$ cat config.mk
export PLATFORM = sky130hd
export DESIGN_NAME = ioPermCheck
export DESIGN_NICKNAME = d
export VERILOG_FILES = /design/src/rtl/ioperm_pkg.sv /design/src/rtl/ioperm_datapath.sv /design/src/rtl/ioperm_control.sv /design/src/rtl/ioPermCheck.sv
export SDC_FILE = /design/constraint.sdc
export NUM_CORES = 1
export LEC_CHECK = 0
export CAP_MARGIN = 30
export CORE_ASPECT_RATIO = 0.5
export CORE_MARGIN = 2
export CORE_UTILIZATION = 48
export CTS_CLUSTER_SIZE = 24
export DETAILED_ROUTE_END_ITERATION = 12
export PLACE_DENSITY_LB_ADDON = 0.1
export SYNTH_ARGS = -nofsm -noshare
export SYNTH_HDL_FRONTEND = slang
export SYNTH_SLANG_ARGS = --single-unit
$ cat constraint.sdc
create_clock -name clk -period 3.97 [get_ports clk]
set_clock_uncertainty 0.1 [all_clocks]
set_input_delay 0.397 -clock clk [delete_from_list [all_inputs] [get_ports clk]]
set_output_delay 0.397 -clock clk [all_outputs]
set_load 0.03 [all_outputs]
$ cat src/rtl/ioperm_pkg.sv
package ioperm_pkg;

  typedef enum logic [2:0] {
    ST_IDLE,
    ST_EVAL,
    ST_WAIT_LO,
    ST_WAIT_HI,
    ST_DONE
  } ctlState_t;

  // Strobes from control to datapath
  typedef struct packed {
    logic load;       // capture request and config, clear verdict
    logic rdHi;       // address the second bitmap byte
    logic accLo;      // fold first byte into verdict
    logic accHi;      // fold second byte into verdict
    logic forceDeny;  // pre-read fault (limit or overflow)
  } dpStrobe_t;

endpackage

$ cat src/rtl/ioperm_datapath.sv
module ioperm_datapath
  import ioperm_pkg::*;
#(
  parameter int PORT_W = 16,
  parameter int ADDR_W = 16
) (
  input  logic              clk,
  input  logic              rstN,
  input  dpStrobe_t         ctl,
  input  logic [PORT_W-1:0] reqPort,
  input  logic [1:0]        reqWidth,
  input  logic [1:0]        reqCpl,
  input  logic [1:0]        reqIopl,
  input  logic [ADDR_W-1:0] cfgBase,
  input  logic [ADDR_W-1:0] cfgLimit,
  input  logic              cfgLegacyBug,
  input  logic [7:0]        memRdData,
  output logic              privOk,
  output logic              preFault,
  output logic              spansTwo,
  output logic [ADDR_W-1:0] memRdAddr,
  output logic              denied
);

  localparam int SUM_W = ADDR_W + 1;
  localparam int END_W = PORT_W + 1;

  logic [PORT_W-1:0] portQ;
  logic [1:0]        widthQ;
  logic              privQ;
  logic              legacyQ;
  logic [ADDR_W-1:0] baseQ;
  logic [ADDR_W-1:0] limitQ;
  logic              deniedQ;

  logic [2:0]       fullCnt;
  logic [2:0]       chkCnt;
  logic [3:0]       laneBits;
  logic [15:0]      laneMask;
  logic [END_W-1:0] endExcl;
  logic             overflow;
  logic [SUM_W-1:0] addrLoSum;
  logic [SUM_W-1:0] addrHiSum;
  logic             loOut;
  logic             hiOut;

  always_ff @(posedge clk or negedge rstN) begin
    if (!rstN) begin
      portQ   <= '0;
      widthQ  <= '0;
      privQ   <= 1'b0;
      legacyQ <= 1'b0;
      baseQ   <= '0;
      limitQ  <= '0;
    end else if (ctl.load) begin
      portQ   <= reqPort;
      widthQ  <= reqWidth;
      privQ   <= (reqCpl <= reqIopl);
      legacyQ <= cfgLegacyBug;
      baseQ   <= cfgBase;
      limitQ  <= cfgLimit;
    end
  end

  always_ff @(posedge clk or negedge rstN) begin
    if (!rstN)              deniedQ <= 1'b0;
    else if (ctl.load)      deniedQ <= 1'b0;
    else if (ctl.forceDeny) deniedQ <= 1'b1;
    else if (ctl.accLo)     deniedQ <= deniedQ | (|(memRdData & laneMask[7:0]));
    else if (ctl.accHi)     deniedQ <= deniedQ | (|(memRdData & laneMask[15:8]));
  end

  always_comb begin
    unique case (widthQ)
      2'd0:    fullCnt = 3'd1;
      2'd1:    fullCnt = 3'd2;
      default: fullCnt = 3'd4;
    endcase
    chkCnt = (legacyQ && fullCnt == 3'd4) ? 3'd3 : fullCnt;
    unique case (chkCnt)
      3'd1:    laneBits = 4'b0001;
      3'd2:    laneBits = 4'b0011;
      3'd3:    laneBits = 4'b0111;
      default: laneBits = 4'b1111;
    endcase
    laneMask = {12'b0, laneBits} << portQ[2:0];
  end

  assign endExcl   = {1'b0, portQ} + END_W'(fullCnt);
  assign overflow  = endExcl > {1'b1, {PORT_W{1'b0}}};
  assign addrLoSum = {1'b0, baseQ} + SUM_W'(portQ[PORT_W-1:3]);
  assign addrHiSum = addrLoSum + SUM_W'(1);
  assign loOut     = addrLoSum > {1'b0, limitQ};
  assign hiOut     = addrHiSum > {1'b0, limitQ};

  assign spansTwo  = |laneMask[15:8];
  assign preFault  = overflow | loOut | (spansTwo & hiOut);
  assign privOk    = privQ;
  assign denied    = deniedQ;
  assign memRdAddr = ctl.rdHi ? addrHiSum[ADDR_W-1:0] : addrLoSum[ADDR_W-1:0];

endmodule

$ cat src/rtl/ioperm_control.sv
module ioperm_control
  import ioperm_pkg::*;
(
  input  logic      clk,
  input  logic      rstN,
  input  logic      reqValid,
  input  logic      privOk,
  input  logic      preFault,
  input  logic      spansTwo,
  output logic      reqReady,
  output logic      memRdEn,
  output logic      rspValid,
  output dpStrobe_t ctl
);

  ctlState_t state, stateNext;

  always_ff @(posedge clk or negedge rstN) begin
    if (!rstN) state <= ST_IDLE;
    else       state <= stateNext;
  end

  always_comb begin
    stateNext = state;
    ctl       = '0;
    memRdEn   = 1'b0;
    rspValid  = 1'b0;
    reqReady  = 1'b0;
    unique case (state)
      ST_IDLE: begin
        reqReady = 1'b1;
        if (reqValid) begin
          ctl.load  = 1'b1;
          stateNext = ST_EVAL;
        end
      end
      ST_EVAL: begin
        if (privOk) begin
          stateNext = ST_DONE;
        end else if (preFault) begin
          ctl.forceDeny = 1'b1;
          stateNext     = ST_DONE;
        end else begin
          memRdEn   = 1'b1;
          stateNext = ST_WAIT_LO;
        end
      end
      ST_WAIT_LO: begin
        ctl.accLo = 1'b1;
        if (spansTwo) begin
          memRdEn   = 1'b1;
          ctl.rdHi  = 1'b1;
          stateNext = ST_WAIT_HI;
        end else begin
          stateNext = ST_DONE;
        end
      end
      ST_WAIT_HI: begin
        ctl.accHi = 1'b1;
        stateNext = ST_DONE;
      end
      ST_DONE: begin
        rspValid  = 1'b1;
        stateNext = ST_IDLE;
      end
      default: stateNext = ST_IDLE;
    endcase
  end

endmodule

$ cat src/rtl/ioPermCheck.sv
module ioPermCheck
  import ioperm_pkg::*;
#(
  parameter int PORT_W = 16,
  parameter int ADDR_W = 16
) (
  input  logic              clk,
  input  logic              rstN,
  input  logic              reqValid,
  output logic              reqReady,
  input  logic [PORT_W-1:0] reqPort,
  input  logic [1:0]        reqWidth,
  input  logic [1:0]        reqCpl,
  input  logic [1:0]        reqIopl,
  input  logic [ADDR_W-1:0] cfgBase,
  input  logic [ADDR_W-1:0] cfgLimit,
  input  logic              cfgLegacyBug,
  output logic              memRdEn,
  output logic [ADDR_W-1:0] memRdAddr,
  input  logic [7:0]        memRdData,
  output logic              rspValid,
  output logic              rspGrant,
  output logic              rspFault
);

  dpStrobe_t ctl;
  logic privOk, preFault, spansTwo, denied;

  ioperm_control u_ctrl (
    .clk      (clk),
    .rstN     (rstN),
    .reqValid (reqValid),
    .privOk   (privOk),
    .preFault (preFault),
    .spansTwo (spansTwo),
    .reqReady (reqReady),
    .memRdEn  (memRdEn),
    .rspValid (rspValid),
    .ctl      (ctl)
  );

  ioperm_datapath #(.PORT_W(PORT_W), .ADDR_W(ADDR_W)) u_dp (
    .clk          (clk),
    .rstN         (rstN),
    .ctl          (ctl),
    .reqPort      (reqPort),
    .reqWidth     (reqWidth),
    .reqCpl       (reqCpl),
    .reqIopl      (reqIopl),
    .cfgBase      (cfgBase),
    .cfgLimit     (cfgLimit),
    .cfgLegacyBug (cfgLegacyBug),
    .memRdData    (memRdData),
    .privOk       (privOk),
    .preFault     (preFault),
    .spansTwo     (spansTwo),
    .memRdAddr    (memRdAddr),
    .denied       (denied)
  );

  assign rspGrant = rspValid & ~denied;
  assign rspFault = rspValid & denied;

endmodule

After elaboration in Yosys (flattened, before gate mapping). Cells that the tools add are included.

Bits in read-only memories: 0. Input port bits: 66. Word-level logic and storage cells: 69. Latch bits: 0. Register bits: 56. Bits in writable memories: 0. Memories: 0. Output and inout bits: 21.

Equal/unequal tests: 10. Order comparisons: 4. Divide/modulo/power cells: 0. Shift operators: 1. Multiplexer cells: 26. Reductions and logical operators: 7. Add/sub/neg operators: 3. Multipliers: 0. Bitwise operators: 10.

Operators with widths (number): 17-bit by 16-bit greater-than comparator with 1-bit output (2); 8-bit OR reduction (3); 16-bit by 13-bit adder with 17-bit output (1); 16-bit by 3-bit adder with 17-bit output (1); 17-bit by 1-bit adder with 17-bit output (second input constant) (1); 17-bit greater-than comparator (second input constant) (1); 8-bit AND (2); 16-bit two-way mux (1); 4-bit by 3-bit left shift with 16-bit output (1); 1-bit two-way mux (15); 3-bit two-way mux (5); 3-bit by 2-bit == test with 1-bit output (second input constant) (4); 3-bit case mux with 4 select lines (1); 4-bit case mux with 3 select lines (1); 3-bit by 1-bit == test with 1-bit output (second input constant) (2); 3-bit == test (second input constant) (2); 3-bit case mux with 2 select lines (1); 1-bit OR (4); 4-bit nonzero test (1); 1-bit AND (3); 3-bit logical NOT (1); 2-bit by 1-bit == test with 1-bit output (second input constant) (1); 2-bit <= comparator (1); 2-bit logical NOT (1); other kinds (5) (5).

Logic depth before layout (Yosys ltp).
Depth after elaboration: 16. Depth in mapped cells: 19. Mapped depth without buffers: 19.

Hierarchy. A second synthesis with hierarchy kept.

Cells, all modules: 507. Area, all modules: 4709.5 µm².

Modules (own cells, without submodules): ioperm_datapath (times used 1, seq. area each 1326.3 µm², cells each 481, area each 4485.6 µm²); ioperm_control (times used 1, seq. area each 75.1 µm², cells each 24, area each 207.7 µm²); ioPermCheck (times used 1, seq. area each 0.0 µm², cells each 2, area each 16.3 µm²).

Worst setup path after synthesis. No wires, ideal clock.

Path kind: register -> output. From: reg u_dp.portQ[3]. To: out memRdEn. Buffers on the path: 0. Stages on the path, launching flop included: 20. Path slack: -0.343 ns. Data required time: 3.473 ns. Arrival time: 3.816 ns. Cell sequence: dfrtp_1 -> ha_1 -> inv_1 -> fa_1 -> nor2b_4 -> o2111a_1 -> o31a_1 -> xnor2_2 -> nor4_4 -> nand2_1 -> xnor2_1 -> ha_1 -> a211o_1 -> o211ai_1 -> a21oi_1 -> nor3_1 -> a211o_1 -> nand4_1 -> nor2_1 -> a21o_1.

Word-level cells in the longest chain between the ends: 8. Elaborated cells on any way between the ends: 12. Those cells by class: add/sub: 3; order compare: 3; mux: 3; bitwise: 3.

Ends and longest elaborated chain: from (decl) (RTL line ioperm_datapath.sv:28) `logic [PORT_W-1:0] portQ;`; from (signal assigned) (RTL line ioperm_datapath.sv:56) `portQ <= reqPort;`; 16-bit by 13-bit adder with 17-bit output (RTL line ioperm_datapath.sv:91) `assign addrLoSum = {1'b0, baseQ} + SUM_W'(portQ[PORT_W-1:3]);`; 17-bit by 1-bit adder with 17-bit output (RTL line ioperm_datapath.sv:92) `assign addrHiSum = addrLoSum + SUM_W'(1);`; 17-bit by 16-bit greater-than comparator with 1-bit output (RTL line ioperm_datapath.sv:94) `assign hiOut = addrHiSum > {1'b0, limitQ};`; 1-bit AND (RTL line ioperm_datapath.sv:97) `assign preFault = overflow | loOut | (spansTwo & hiOut);`; 1-bit OR (*) (RTL line ioperm_datapath.sv:97); 1-bit two-way mux (*) (RTL line ioperm_control.sv:40) `end else if (preFault) begin`; 1-bit two-way mux (*) (RTL line ioperm_control.sv:38) `if (privOk) begin`; 1-bit case mux with 2 select lines (*) (RTL line ioperm_control.sv:29) `unique case (state)`; to (decl) (RTL line ioPermCheck.sv:18) `output logic memRdEn,`.

Mark *: on every way between the ends. The rest lies on a longest branch, timed or not.

Worst setup path after layout.
From: reg u_dp.baseQ[0]. To: out memRdEn.

Word-level cells in the longest chain between the ends: 8. Elaborated cells on any way between the ends: 10. Those cells by class: add/sub: 2; order compare: 2; mux: 3; bitwise: 3.

Ends and longest elaborated chain: from (decl) (RTL line ioperm_datapath.sv:32) `logic [ADDR_W-1:0] baseQ;`; from (signal assigned) (RTL line ioperm_datapath.sv:60) `baseQ <= cfgBase;`; 16-bit by 13-bit adder with 17-bit output (*) (RTL line ioperm_datapath.sv:91); 17-bit by 1-bit adder with 17-bit output (RTL line ioperm_datapath.sv:92); 17-bit by 16-bit greater-than comparator with 1-bit output (RTL line ioperm_datapath.sv:94); 1-bit AND (RTL line ioperm_datapath.sv:97); 1-bit OR (*) (RTL line ioperm_datapath.sv:97); 1-bit two-way mux (*) (RTL line ioperm_control.sv:40); 1-bit two-way mux (*) (RTL line ioperm_control.sv:38); 1-bit case mux with 2 select lines (*) (RTL line ioperm_control.sv:29).

Marks and branches as above.

==> results_dict.tcl <==
set metrics [dict create \
    crit_fanout 4 \
    status "complete, but fails checks" \
    initial_utilization 0.494 \
    critPathBufInv 5 \
    drive_above_1_share 0.291 \
    drc 0 \
    ys_seq_elements 56 \
    grt_pass1_wl_um 19200 \
    hold_viol_final 0 \
    cts.sinks 56 \
    r2r_cells 20 \
    nFillCells 753 \
    r2r_start "u_dp.baseQ[0]" \
    clk_pin_slew_ps 70 \
    seqCellArea_um2 1400 \
    viasPerCell 5.32 \
    yosysMostFrequentCell "dfrtp_1" \
    cp-start-kind "register" \
    syn_to_final_growth_pct 42.3 \
    endpoint_kind "primary output" \
    die_x_um 144 \
    drv_cap 0 \
    synthTopCellsByCount "dfrtp_1, ha_1, nand2_1, o21ai_0, inv_1" \
    grt_start_max_net_pins 79 \
    instances_no_fill 802 \
    synth_edf_count 0 \
    async_flop_share 1.00 \
    crit_family "compound AO/OA/AOI/OAI gates" \
    io_buffers 86 \
    period_share 1.18 \
    htree_levels 2 \
    die_h_um 73.9 \
    crit_slowest_cell "dfrtp_1" \
    cp.required_ps 3470 \
    worstPathCellList "ha_4 -> inv_2 -> fa_2 -> nor2b_4 -> o2111a_2 -> o31a_1 -> xnor2_4 -> buf_4 -> inv_1 -> buf_4 -> xnor2_1 -> ha_1 -> nand4_1 -> nor3_2 -> o41ai_2 -> a211o_1 -> nand4_1 -> nor2_2 -> a21o_2 -> buf_6" \
    fin_nets 787 \
    ys_warn_count 0 \
    track_usage 0.231 \
    violations "negative setup slack" \
    yosys.area.top_type_share 0.299 \
    dr.pass1.iters 5 \
    r2r_end "u_dp.denied" \
    diodes 0 \
    ys_types 71 \
    tightest_slew_ps 649 \
    slew_headroom 0.567 \
    design.portCount 87 \
    clk_latency_ps 300 \
    place_congestion 0.879 \
    worst_slack_ps -716 \
    crit_type "register to primary output" \
    design_area_um2 6670 \
    netlist_top_cells_area "dfrtp_1, ha_1, mux2_2" \
    synth_cells 498 \
    holdBufCountCts 0 \
    dp_hpwl_um 9320 \
    synth_area_per_cell_um2 9.41 \
    netlist.top_cell.by_area "dfrtp_1" \
    dp.cells 778 \
    cts_root_buffer "clkbuf_16" \
    rows 25 \
    ant_nets 0 \
    rsz0062_at_grt "true" \
    rrSetupSlack_ps -190 \
    whs_ps 13.7 \
    placed_area_um2 6220 \
    clockBufferDepth 2 \
    finalSetupViolations 3 \
    period_needed_ps 4690 \
    coreArea_um2 9480 \
    antenna_found_initial 0 \
    vias 4265 \
    synth_ff_type "dfrtp_1" \
    crit_arrival_ps 4190 \
    cts_buffers 5 \
    seq_area_frac_synth 0.299 \
    netlist_area_um2 4690 \
    hold_path_class "primary input to async pin" \
    slew_viol_final 0 \
    multi_input_area_um2 3280 \
    cts_tree "done" \
    grt_pass1_vias 3991 \
    slowest_delay_ps 410 \
    routed_wl_um 12100 \
    grt_overflow_total 0 \
    wl_per_cell_um 15.1 \
    drt_iter0_markers 199 \
    fmax_ghz 0.213 \
    dieArea_um2 10600 \
    syn_nets 619 \
]
==> worst max path at each step <==
stage                       start       to  slack (ps)  depth (start not counted)
global placement    u_dp.baseQ[0]  memRdEn        -330                         19
finish              u_dp.baseQ[0]  memRdEn        -720                         20
CTS                 u_dp.portQ[3]  memRdEn        -650                         20
floorplan           u_dp.portQ[3]  memRdEn        -270                         19
global route        u_dp.portQ[3]  memRdEn        -960                         21
detailed placement  u_dp.baseQ[0]  memRdEn        -390                         20
==> cell type report <==
cell class	instances	area share
Timing Repair Buffer	174	0.229
Sequential cell	56	0.210
Clock inverter	3	0.00338
Inverter	39	0.0220
Tap cell	135	0.0253
Multi-Input combinational cell	390	0.492
Clock buffer	5	0.0188
==> metal layers <==
metal	vias up	track usage	wire [um]
li1	2133	-	-
met1	2048	0.354	6430
met2	75	0.344	5190
met3	9	0.0424	398
met4	0	0.0381	103
met5	-	0	0
==> through the flow <==
stage | setup slack (ps) | setup TNS [ps] | utilization
global placement | -329 | -462 | 0.656
floorplan | -271 | -271 | -
detailed placement | -394 | -701 | 0.656
global route | -960 | -2000 | 0.704
finish | -716 | -1040 | 0.704
CTS | -651 | -773 | 0.683
==> repair_timing <==
action	4_1_cts	5_1_grt
setup buffers	6	10
setup endpoints to repair	8	12
pin swaps	16	15
gates resized for setup	20	31
==> placed cells by master (no fill, tap or decap), types with 4 or more instances in the layout <==
cell type,instances
a211oi_1,4
a211oi_2,4
a21oi_1,24
and3_1,4
buf_4,88
clkbuf_16,5
clkdlybuf4s50_1,76
dfrtp_1,56
ha_1,46
ha_2,4
inv_1,37
mux2_2,28
nand2_1,48
nand2b_1,4
nand3_1,11
nand4_1,14
nor2_1,20
nor2_2,5
nor2b_1,4
nor3_1,5
o211ai_1,6
o21ai_0,39
o21ai_1,4
or2_2,4
xnor2_1,19
xnor2_2,5
xor2_1,9
==> flip-flops by register name (all words and copies together) (netlist names) <==
register,cells
u_dp.portQ,16
u_dp.denied,1
u_dp.widthQ,2
u_dp.legacyQ,1
u_dp.privOk,1
u_dp.baseQ,16
u_dp.limitQ,16
u_ctrl.state,3
==> cell families after synthesis <==
family | count (synthesis) | share of synthesized area
xor+xnor | 38 | 0.0863
mux | 29 | 0.0694
compound gates | 121 | 0.183
fa+ha+maj | 55 | 0.150
simple gates | 147 | 0.170
flops | 56 | 0.299
buf+inv | 52 | 0.0419
Power is left out: the tool's default activity adds up to more than one toggle a clock period on the data nets, which glitch-free logic cannot reach.
